<file path="src/rtl/ifetch_split_pkg.sv">
package ifetch_split_pkg;

    typedef enum logic [3:0] {
        OP_HALT  = 4'h0,
        OP_NOP   = 4'h1,
        OP_RRMOV = 4'h2,
        OP_IRMOV = 4'h3,
        OP_STORE = 4'h4,
        OP_LOAD  = 4'h5,
        OP_ALU   = 4'h6,
        OP_JUMP  = 4'h7,
        OP_CALL  = 4'h8,
        OP_RET   = 4'h9,
        OP_PUSH  = 4'hA,
        OP_POP   = 4'hB
    } op_e;

    // Instruction layout classes
    typedef enum logic [1:0] {
        FMT_BARE   = 2'd0,  // opcode byte only
        FMT_REGS   = 2'd1,  // opcode + register byte
        FMT_DEST   = 2'd2,  // opcode + constant
        FMT_REGVAL = 2'd3   // opcode + register byte + constant
    } fmt_e;

    typedef enum logic [2:0] {
        ST_OK  = 3'd1,
        ST_HLT = 3'd2,
        ST_ADR = 3'd3,
        ST_INS = 3'd4
    } stat_e;

    localparam logic [3:0] NO_REG = 4'hF;

endpackage

</file>
<file path="src/rtl/ifetch_split_format.sv">
module ifetch_split_format
    import ifetch_split_pkg::*;
(
    input  logic [3:0] icode_i,
    output fmt_e       fmt_o,
    output logic [3:0] fun_lim_o,
    output logic       known_o
);
    always_comb begin
        fmt_o     = FMT_BARE;
        fun_lim_o = 4'd0;
        known_o   = 1'b1;
        unique case (icode_i)
            OP_HALT, OP_NOP, OP_RET:  fmt_o = FMT_BARE;
            OP_RRMOV: begin
                fmt_o     = FMT_REGS;
                fun_lim_o = 4'd6;
            end
            OP_ALU: begin
                fmt_o     = FMT_REGS;
                fun_lim_o = 4'd3;
            end
            OP_PUSH, OP_POP:          fmt_o = FMT_REGS;
            OP_JUMP: begin
                fmt_o     = FMT_DEST;
                fun_lim_o = 4'd6;
            end
            OP_CALL:                  fmt_o = FMT_DEST;
            OP_IRMOV, OP_STORE, OP_LOAD: fmt_o = FMT_REGVAL;
            default:                  known_o = 1'b0;
        endcase
    end
endmodule

</file>
<file path="src/rtl/ifetch_split_fields.sv">
module ifetch_split_fields
    import ifetch_split_pkg::*;
#(
    parameter int WORD_W    = 32,
    parameter int WIN_BYTES = 2 + WORD_W / 8,
    parameter int LEN_W     = $clog2(WIN_BYTES + 1)
) (
    input  fmt_e                     fmt_i,
    input  logic [8*WIN_BYTES-1:0]   win_i,
    output logic [3:0]               ra_o,
    output logic [3:0]               rb_o,
    output logic [WORD_W-1:0]        valc_o,
    output logic [LEN_W-1:0]         len_o
);
    localparam int CBYTES = WORD_W / 8;

    logic [WORD_W-1:0] const_after_op;
    logic [WORD_W-1:0] const_after_reg;

    // Byte k of the window occupies [8k +: 8], so slicing gives little-endian order.
    assign const_after_op  = win_i[8 +: WORD_W];
    assign const_after_reg = win_i[16 +: WORD_W];

    always_comb begin
        ra_o   = NO_REG;
        rb_o   = NO_REG;
        valc_o = '0;
        len_o  = LEN_W'(1);
        unique case (fmt_i)
            FMT_BARE: len_o = LEN_W'(1);
            FMT_REGS: begin
                ra_o  = win_i[15:12];
                rb_o  = win_i[11:8];
                len_o = LEN_W'(2);
            end
            FMT_DEST: begin
                valc_o = const_after_op;
                len_o  = LEN_W'(1 + CBYTES);
            end
            FMT_REGVAL: begin
                ra_o   = win_i[15:12];
                rb_o   = win_i[11:8];
                valc_o = const_after_reg;
                len_o  = LEN_W'(2 + CBYTES);
            end
        endcase
    end
endmodule

</file>
<file path="src/rtl/ifetch_split.sv">
module ifetch_split
    import ifetch_split_pkg::*;
#(
    parameter int ADDR_W    = 32,
    parameter int WORD_W    = 32,
    parameter int WIN_BYTES = 2 + WORD_W / 8
) (
    input  logic [ADDR_W-1:0]        pc_in,
    input  logic [8*WIN_BYTES-1:0]   win_in,
    input  logic                     addr_fault_in,
    output logic [3:0]               icode_o,
    output logic [3:0]               ifun_o,
    output logic [3:0]               ra_o,
    output logic [3:0]               rb_o,
    output logic [WORD_W-1:0]        valc_o,
    output logic [ADDR_W-1:0]        next_pc_o,
    output logic [2:0]               stat_o
);
    localparam int LEN_W = $clog2(WIN_BYTES + 1);

    fmt_e              raw_fmt;
    fmt_e              eff_fmt;
    logic [3:0]        fun_lim;
    logic              known;
    logic              legal;
    logic [LEN_W-1:0]  ilen;

    assign icode_o = win_in[7:4];
    assign ifun_o  = win_in[3:0];

    ifetch_split_format u_format (
        .icode_i   (icode_o),
        .fmt_o     (raw_fmt),
        .fun_lim_o (fun_lim),
        .known_o   (known)
    );

    assign legal   = known && (ifun_o <= fun_lim);
    assign eff_fmt = legal ? raw_fmt : FMT_BARE;

    ifetch_split_fields #(
        .WORD_W    (WORD_W),
        .WIN_BYTES (WIN_BYTES),
        .LEN_W     (LEN_W)
    ) u_fields (
        .fmt_i  (eff_fmt),
        .win_i  (win_in),
        .ra_o   (ra_o),
        .rb_o   (rb_o),
        .valc_o (valc_o),
        .len_o  (ilen)
    );

    assign next_pc_o = pc_in + {{(ADDR_W-LEN_W){1'b0}}, ilen};

    // Priority: bad address, then invalid, then halt
    always_comb begin
        if (addr_fault_in)               stat_o = ST_ADR;
        else if (!legal)                 stat_o = ST_INS;
        else if (icode_o == OP_HALT)     stat_o = ST_HLT;
        else                             stat_o = ST_OK;
    end
endmodule

</file>
<file path="config.mk">
export PLATFORM = sky130hd
export DESIGN_NAME = ifetch_split
export DESIGN_NICKNAME = d
export VERILOG_FILES = /design/src/rtl/ifetch_split_pkg.sv /design/src/rtl/ifetch_split_format.sv /design/src/rtl/ifetch_split_fields.sv /design/src/rtl/ifetch_split.sv
export SDC_FILE = /design/constraint.sdc
export NUM_CORES = 1
export LEC_CHECK = 0
export ABC_CLOCK_PERIOD_IN_PS = 16280
export BUFFER_PORTS_ARGS = -buffer_cell sky130_fd_sc_hd__buf_4
export CAP_MARGIN = 20
export CORE_UTILIZATION = 42
export DETAILED_ROUTE_END_ITERATION = 16
export PLACE_DENSITY = 0.95
export SLEW_MARGIN = 20
export SYNTH_ARGS = -nofsm -noshare
export SYNTH_HDL_FRONTEND = slang
export SYNTH_SLANG_ARGS = --single-unit
export TNS_END_PERCENT = 5
</file>
<file path="constraint.sdc">
create_clock -name vclk -period 16.28
set_clock_uncertainty 0.2 [all_clocks]
set_input_delay 3.256 -clock vclk [all_inputs]
set_output_delay 3.256 -clock vclk [all_outputs]
set_load 0.005 [all_outputs]
</file>
==> reports/metrics.cfg, run 1 <==
[logic_synthesis]
ys_types=42
yosys-top-cells-count=a22oi_1, xnor2_1, nor3_1, nor3_2, nand2_1
synth_largest_area_cell=a22oi_1
synth.top_cell.area_share_pct=14.08
syn-mean-instance-area_um2=7.232
mappedNetlistArea_um2=1707
ys_seq_area_share_pct=0
netlist_instances=236
syn_nets=324
muxShareOfSynthArea_pct=0
yosys.cell_count.top_type=a22oi_1
synth_compound_gate_area_share_pct=22.87
synth-xor-area-share_pct=15.91
synthAdderAreaFrac_pct=5.572
synth_top_family_by_area=simple AND/OR/NAND/NOR gates
synth-simple-area-share_pct=41.28
synth-warning-count=0
synth.area.top_cells=a22oi_1, xnor2_1, nor3_2

[place]
postPlaceCellArea_um2=2805
io_buffer_count=164
place.gp.congestion=0.8648
dp_hpwl_um=5081

[clock_network]
post_cts_resized=0
hold_buffers=0
post_cts_buffers=0

[critical_path]
critPathKind=input port to output pin
worstSetupEndpointType=output pin
critical_path.max_fanout=44
cp-start-kind=input port
cp.arrival_ns=7.36
required_ns=12.82

[timing]
clock.fmax_mhz=92.42
rsz0062_at_grt=false
drv_slew=0
tightest_slew_ns=0.7492
setup_tns_ns=0
period_needed_ns=10.82
hold_slack_ns=6.493
period_share_pct=66.46
setup_viol=0
finalHoldViolations=0
max_slew_margin_pct=49.96

[cells_and_area]
layout-drive-gt1-share_pct=51.21
final_nets=463
fill_cells=301
seq_cells=0
finish.instance_area_um2=2810
n_antenna_cell=0
clockBufferCount=0
regArea_um2=0
syn2layout_area_growth_pct=64.66

[global_routing]
grt_use_met2_pct=50.51
busiest_layer=met2
met3_usage_pct=5.035
grt_use_met1_pct=29.42
grt_pass1_wl_um=9432
gr-total-overflow=0
grt_max_degree=48
grt_antenna_before_repair=0
grt_pass1_vias=2159
grtUsageTotal_pct=26.59

[drt]
dr.pass1.iters=4
postRouteAntennaNets=0
drc_errors=0
drt_wl_total_um=6239
drtIter0Drc=130
routedWlPerCell_um=14.82
vias=2381
avgViaCountPerCell=5.656

[power]
p_total_w=0.00007117
vdd_drop_max_mv=0.02222
p_per_area_nw_per_um2=25.33
leakage_nw=1.255

[die]
die-area_um2=4322
die_h_um=65.75
io_pins=164
design.core.area_um2=3771
die_w_um=65.75
initial_utilization_pct=45.26
rows=22

[run]
maxCapViolCount=0

[hold_path]
min_path_type=input port to output pin

[status]
status=finished clean

worst max-delay path, cell delays in order:
cell,delay (ns)
buf_4,0.13
nor2b_2,0.20
and3b_1,0.20
nor2b_1,0.05
ha_1,0.35
nor2b_1,0.19
o21ai_2,0.10
a32oi_4,0.19
buf_4,0.45
or3_1,0.19
ha_1,0.17
inv_1,0.06
fa_1,0.40
nand2b_1,0.21
a211oi_2,0.68
nand4b_1,0.20
xnor2_1,0.19
buf_4,0.13
area by class of cell:
class / instances / area [um2] / area share (%)
inverters: 10 / 37.54 / 1.336
multi-input cells: 197 / 1466 / 52.18
well taps: 48 / 60.06 / 2.137
repair buffers: 166 / 1246 / 44.35
logic make-up after synthesis:
kind of cell / count (synthesis)
AOI/OAI and AO/OA: 49
adders and majority gates: 7
and+or+nand+nor: 110
xor gates and xnor gates: 31
buffers and inverters: 39
through the flow:
step,utilization (%),instances,worst slack (ns)
4_1_cts,74.39,421,5.054
3_3_place_gp,74.39,421,5.335
3_5_place_dp,74.39,421,5.069
2_1_floorplan,-,236,6.432
6_report,74.52,421,5.460
5_1_grt,74.52,421,5.103
path summary, 6_finish.rpt:
check	cells after the start	startpoint	slack [ns]	end
setup / recovery	18	win_in[6]	5.46	next_pc_o[30]
hold / removal	2	win_in[0]	6.49	ifun_o[0]
where the power goes:
part / total [W] / leakage, nW / internal (W) / switching [W]
Sequential: 0 / 0 / 0 / 0
Clock: 0 / 0 / 0 / 0
Combinational: 0.0000712 / 1.25 / 0.0000365 / 0.0000347
Total: 0.0000712 / 1.25 / 0.0000365 / 0.0000347
layer usage:
metal  vias up  part of all wire [%]  wire (um)
met5         -                     0          0
met4         0                   2.3        144
li1       1156                     -          -
met3        14                   8.5        533
met1      1098                    37       2288
met2       113                    52       3272
placed cells by master (no fill, tap or decap):
cell type | Yosys | final
xor2_1 | 4 | 4
or4_1 | 8 | 8
a211oi_4 | 1 | 1
buf_4 | 10 | 166
and3b_1 | 1 | 1
o21ai_2 | 1 | 1
nand2_1 | 14 | 14
inv_1 | 10 | 10
nand3_1 | 10 | 10
or3_1 | 2 | 2
a22oi_1 | 32 | 32
nand2b_1 | 3 | 3
nor3_1 | 22 | 22
nor3_2 | 15 | 15
o31ai_1 | 1 | 1
xnor2_1 | 27 | 27
nor2b_2 | 1 | 1
a32oi_4 | 1 | 1
o21ai_0 | 1 | 1
ha_1 | 6 | 6
a32o_1 | 1 | 1
a21oi_2 | 1 | 1
and4_1 | 2 | 2
a32o_2 | 1 | 1
nand4_2 | 1 | 1
a21oi_1 | 7 | 7
and3_1 | 7 | 7
nand3b_1 | 1 | 1
or2b_2 | 1 | 1
and2_1 | 1 | 1
nor2b_1 | 3 | 3
nand4_1 | 13 | 13
nor2_1 | 3 | 3
nand4b_1 | 1 | 1
o22a_1 | 1 | 1
a211oi_2 | 0 | 1
nor3_4 | 1 | 1
fa_1 | 1 | 1
Note: power is estimated with default switching activity, not from simulation.
==> run 2: changes to the inputs <==
Settings changed: ABC_CLOCK_PERIOD_IN_PS 16280 to 9900, CORE_UTILIZATION 42 to 35, PLACE_DENSITY 0.95 to 0.9.
Clock period 16.28 ns to 9.9 ns, I/O delays scaled along.
==> reports/metrics.cfg, run 2 (synthesis results as in run 1) <==
[status]
status=finished clean

[cells_and_area]
mostFrequentLayoutCells=buf_4, a22oi_1, xnor2_1
syn2layout_area_growth_pct=65.25
seq_cells=0  ; unchanged
layout-drive-gt1-share_pct=51.07  ; -0.14 points
n_antenna_cell=0  ; unchanged
finish.instance_area_um2=2820  ; +0.36%
clockBufferCount=0  ; unchanged
final_nets=464  ; +0.22%
layout_commonest_cell=buf_4
regArea_um2=0  ; unchanged

[timing]
max_slew_margin_pct=49.95  ; about the same
rsz0062_at_grt=false
drv_slew=0  ; unchanged
finalHoldViolations=0  ; unchanged
setup_tns_ns=0  ; unchanged
clock.fmax_mhz=126.3
period_share_pct=79.96
period_needed_ns=7.916
tightest_slew_ns=0.7508  ; +0.001623 ns
setup_viol=0  ; unchanged

[critical_path]
required_ns=7.72  ; -5.10 ns
critical_path.max_fanout=46  ; +4.5%
critPathKind=input port to output pin
slowest_stage=buf_4
critPathMostFrequentCell=buf_4
worstSetupEndpointType=output pin
path_cells=buf_4 > nor2b_2 > and3b_1 > nor2b_1 > ha_1 > nor2b_1 > o21ai_2 > a32oi_4 > buf_4 > or3_1 > ha_1 > inv_1 > fa_1 > nand2b_1 > a211oi_1 > buf_4 > nand4_1 > xnor2_1 > buf_4
cp_slowest_stage_delay_ns=0.46  ; -0.22 ns
cp-start-kind=input port
cp.arrival_ns=5.74  ; -1.62 ns

[global_routing]
grt_pass1_wl_um=9804  ; +3.9%
gr-total-overflow=0  ; unchanged
grtUsageTotal_pct=23.00  ; -3.6 points
grt_pass1_vias=2219  ; +2.8%
grt_antenna_before_repair=0  ; unchanged
grt_max_degree=48  ; unchanged

[drt]
vias=2399  ; +0.76%
drtIter0Drc=68  ; -48%
avgViaCountPerCell=5.605  ; -0.89%
drt_wl_total_um=6434  ; +3.1%
routedWlPerCell_um=15.03  ; +1.4%
drc_errors=0  ; unchanged
dr.pass1.iters=4  ; unchanged
postRouteAntennaNets=0  ; unchanged

[die]
die_h_um=71.83  ; +9.3%
design.core.area_um2=4692  ; +24%
initial_utilization_pct=36.37  ; -8.9 points
die_w_um=71.83  ; +9.3%
rows=25  ; +14%
die-area_um2=5160  ; +19%
io_pins=164  ; unchanged

[hold_path]
min_to=ifun_o[0]
min-delay-start=win_in[0]
whs_path_depth=2  ; unchanged
min_path_type=input port to output pin

[power]
p_per_area_nw_per_um2=41.39  ; +63%
vdd_drop_max_mv=0.02720  ; +22%
leakage_nw=1.260  ; +0.41%

[clock_network]
post_cts_buffers=0  ; unchanged
hold_buffers=0  ; unchanged
post_cts_resized=0  ; unchanged

[place]
postPlaceCellArea_um2=2820  ; +0.54%
dp_hpwl_um=5188  ; +2.1%
place.gp.congestion=0.9026  ; +4.4%
io_buffer_count=164  ; unchanged

[run]
maxCapViolCount=0  ; unchanged

run 2: cell types whose count changed in the layout (fill, tap and decap cells not counted), sizes merged:
cell,previous run,this run
buf,166,167
run 2: layer usage:
metal / part of all wire [%] / global-route usage (%) / vias up
li1: - / - / 1157
met1: 37 / 25.13 / 1108
met2: 53 / 46.23 / 123
met3: 7.8 / 3.376 / 11
met4: 1.9 / 4.575 / 0
met5: 0 / 0 / -
run 2: power breakdown:
part	internal [W]	leakage, nW	switching, W
clock network	0	0	0
registers	0	0	0
logic	0.0000598	1.26	0.0000569
run 2: metrics by stage:
| step | instances | power [W] | utilization (%) | worst slack (ns) | hold WS (ns) |
|---|---|---|---|---|---|
| 2_1_floorplan | 236 | 0.00005932 | - | 2.604 | 3.788 |
| 3_3_place_gp | 428 | 0.0001132 | 60.11 | 2.186 | 3.937 |
| 3_5_place_dp | 428 | 0.0001165 | 60.11 | 1.960 | 3.945 |
| 4_1_cts | 428 | 0.0001167 | 60.11 | 1.981 | 3.945 |
| 5_1_grt | 428 | 0.0001264 | 60.11 | 1.687 | 3.955 |
| 6_report | 428 | 0.0001167 | 60.11 | 1.984 | 3.944 |
run 2: worst max-delay path by stage:
stage                     to  slack (ns)      start  cells after the start
5_1_grt        next_pc_o[28]        1.69  win_in[6]                     19
6_report       next_pc_o[28]        1.98  win_in[6]                     19
3_5_place_dp   next_pc_o[28]        1.96  win_in[6]                     19
2_1_floorplan  next_pc_o[30]        2.60  win_in[4]                     16
4_1_cts        next_pc_o[28]        1.98  win_in[6]                     19
3_3_place_gp   next_pc_o[28]        2.19  win_in[6]                     19
run 2: worst max-delay path, delay by kind of cell:
| family | cells | cell delay (ns) |
|---|---|---|
| AO/OA/AOI/OAI | 3 | 0.48 |
| XOR/XNOR | 1 | 0.18 |
| adder cells (fa/ha/maj) | 3 | 0.90 |
| buffers and inverters | 5 | 1.00 |
| AND/OR/NAND/NOR | 7 | 1.18 |
run 2: cell type report:
cell class                      count  area, um2
Fill cell                         420       1872
Multi-Input combinational cell    197       1461
Timing Repair Buffer              167       1254
Tap cell                           54      67.56
Inverter                           10      37.54
==> run 3: changes to the inputs <==
Settings changed: ABC_AREA set to 1, ABC_CLOCK_PERIOD_IN_PS 9900 to 7900, CORE_UTILIZATION 35 to 41, PLACE_DENSITY 0.9 to 0.95.
Clock period 9.9 ns to 7.9 ns, I/O delays scaled along.
==> reports/metrics.cfg, run 3 <==
[status]
status=finished clean

[logic_synthesis]
yosys.cell_count.top_type=nand2_1
ys_types=27  ; -36%
synth.area.top_cells=nand4_1, nand2_1, inv_1
ys_seq_area_share_pct=0  ; unchanged
yosys-top-cells-count=nand2_1, nand4_1, inv_1, nor2_1, xor2_1
mappedNetlistArea_um2=1906  ; +12%
synth_largest_area_cell=nand4_1
synth-warning-count=0  ; unchanged
syn_nets=447  ; +38%
syn-mean-instance-area_um2=5.308  ; -27%
synth.top_cell.area_share_pct=22.32  ; +8.2 points
netlist_instances=359  ; +52%

[cells_and_area]
fin_cells=551  ; +29%
syn2layout_area_growth_pct=60.21
regArea_um2=0  ; unchanged
layout_commonest_cell=buf_4
layout-drive-gt1-share_pct=37.27  ; -14 points
final_nets=589  ; +27%
seq_cells=0  ; unchanged
clockBufferCount=0  ; unchanged
n_antenna_cell=0  ; unchanged
mostFrequentLayoutCells=buf_4, nand2_1, nand4_1

[run]
maxCapViolCount=0  ; unchanged

[timing]
setup_viol=0  ; unchanged
rsz0062_at_grt=false
period_share_pct=84.99
tightest_slew_ns=0.5681  ; -0.1827 ns
drv_slew=0  ; unchanged
period_needed_ns=6.715
finalHoldViolations=0  ; unchanged
clock.fmax_mhz=148.9
setup_tns_ns=0  ; unchanged
max_slew_margin_pct=62.13  ; +12 points

[hold_path]
min_path_type=input port to output pin
whs_path_depth=2  ; unchanged
min_to=ifun_o[0]
min-delay-start=win_in[0]

[drt]
drt_wl_total_um=7334  ; +14%
vias=2966  ; +24%
dr.pass1.iters=4  ; unchanged
routed-wl-met3_um=659  ; +31%
avgViaCountPerCell=5.383  ; -4.0%
met2WireLength_um=3739  ; +9.8%
drtIter0Drc=149  ; +120%
drt-met1-wl_um=2736  ; +14%
postRouteAntennaNets=0  ; unchanged
routedWlPerCell_um=13.31  ; -11%
drc_errors=0  ; unchanged
highest_layer=met4

[place]
dp_hpwl_um=6065  ; +17%
dp_cells=551  ; +29%
io_buffer_count=164  ; unchanged
place.gp.congestion=0.9195  ; +1.9%

[power]
leakage_nw=1.678  ; +33%
vdd_drop_max_mv=0.02732  ; +0.45%
p_per_area_nw_per_um2=49.94  ; +21%

[global_routing]
grt_antenna_before_repair=0  ; unchanged
gr-total-overflow=0  ; unchanged
grt_max_degree=67  ; +40%
grt_pass1_vias=2754  ; +24%
grtUsageTotal_pct=28.53  ; +5.5 points
grt_pass1_wl_um=11890  ; +21%

[critical_path]
cp-start-kind=input port
critPathMostFrequentCell=nand2_1
critical_path.max_fanout=5  ; -89%
worstSetupEndpointType=output pin
required_ns=6.12  ; -1.60 ns
critPathKind=input port to output pin
slowest_stage=fa_1
cp.arrival_ns=4.93  ; -0.81 ns
cp_slowest_stage_delay_ns=0.43  ; -0.03 ns

[die]
die_h_um=70.18  ; -2.3%
die-area_um2=4925  ; -4.6%
design.core.area_um2=4414  ; -5.9%
io_pins=164  ; unchanged
initial_utilization_pct=43.17  ; +6.8 points
die_w_um=70.18  ; -2.3%
rows=24  ; -4.0%

[clock_network]
hold_buffers=0  ; unchanged
post_cts_buffers=0  ; unchanged
post_cts_resized=0  ; unchanged

==> run 3: per-stage QoR <==
step	utilization, %	worst slack [ns]	total power, W	hold slack [ns]	area [um2]
after floorplan	-	1.804	0.00007278	2.991	1906
after global placement	69.16	1.390	0.0001476	3.138	3053
after detailed placement	69.16	1.211	0.0001507	3.140	3053
after CTS	69.16	1.204	0.0001513	3.140	3053
after global routing	69.16	0.8002	0.0001662	3.142	3053
final	69.16	1.185	0.0001525	3.138	3053
==> run 3: layout make-up <==
class / instances / area, um2
inverter: 48 / 180.2
tap: 52 / 65.06
multi-input combinational: 283 / 1546
timing repair buffer: 168 / 1261
fill: 383 / 1361
==> run 3: kinds of logic (layout without fill, tap and decap cells) <==
family,after synthesis,in the layout,synth area share (%)
compound gates,6,6,2.364
xor+xnor,24,24,11.03
fa+ha+maj,7,7,4.990
buf+inv,76,216,19.24
simple gates,246,246,62.38
==> run 3: layer usage <==
layer | up-vias | track usage [%]
li1 | 1483 | -
met1 | 1307 | 32.09
met2 | 161 | 54.70
met3 | 15 | 4.906
met4 | 0 | 7.111
met5 | - | 0
==> run 3: critical path, delay by kind of cell <==
family | cells | cell delay (ns)
buf+inv | 8 | 0.73
simple gates | 15 | 1.44
compound gates | 3 | 0.49
fa+ha+maj | 2 | 0.67
==> run 3: worst max-delay path by stage <==
stage	start	to	cells after the start
after global placement	win_in[6]	next_pc_o[10]	26
after CTS	win_in[6]	next_pc_o[26]	28
after detailed placement	win_in[6]	next_pc_o[26]	28
after global routing	win_in[6]	next_pc_o[26]	28
after floorplan	win_in[6]	next_pc_o[10]	25
final	win_in[6]	next_pc_o[26]	28
==> run 3: where the power goes <==
group / switching (W) / internal (W)
Sequential: 0 / 0
Combinational: 0.0000795 / 0.0000729
Clock: 0 / 0
Total: 0.0000795 / 0.0000729
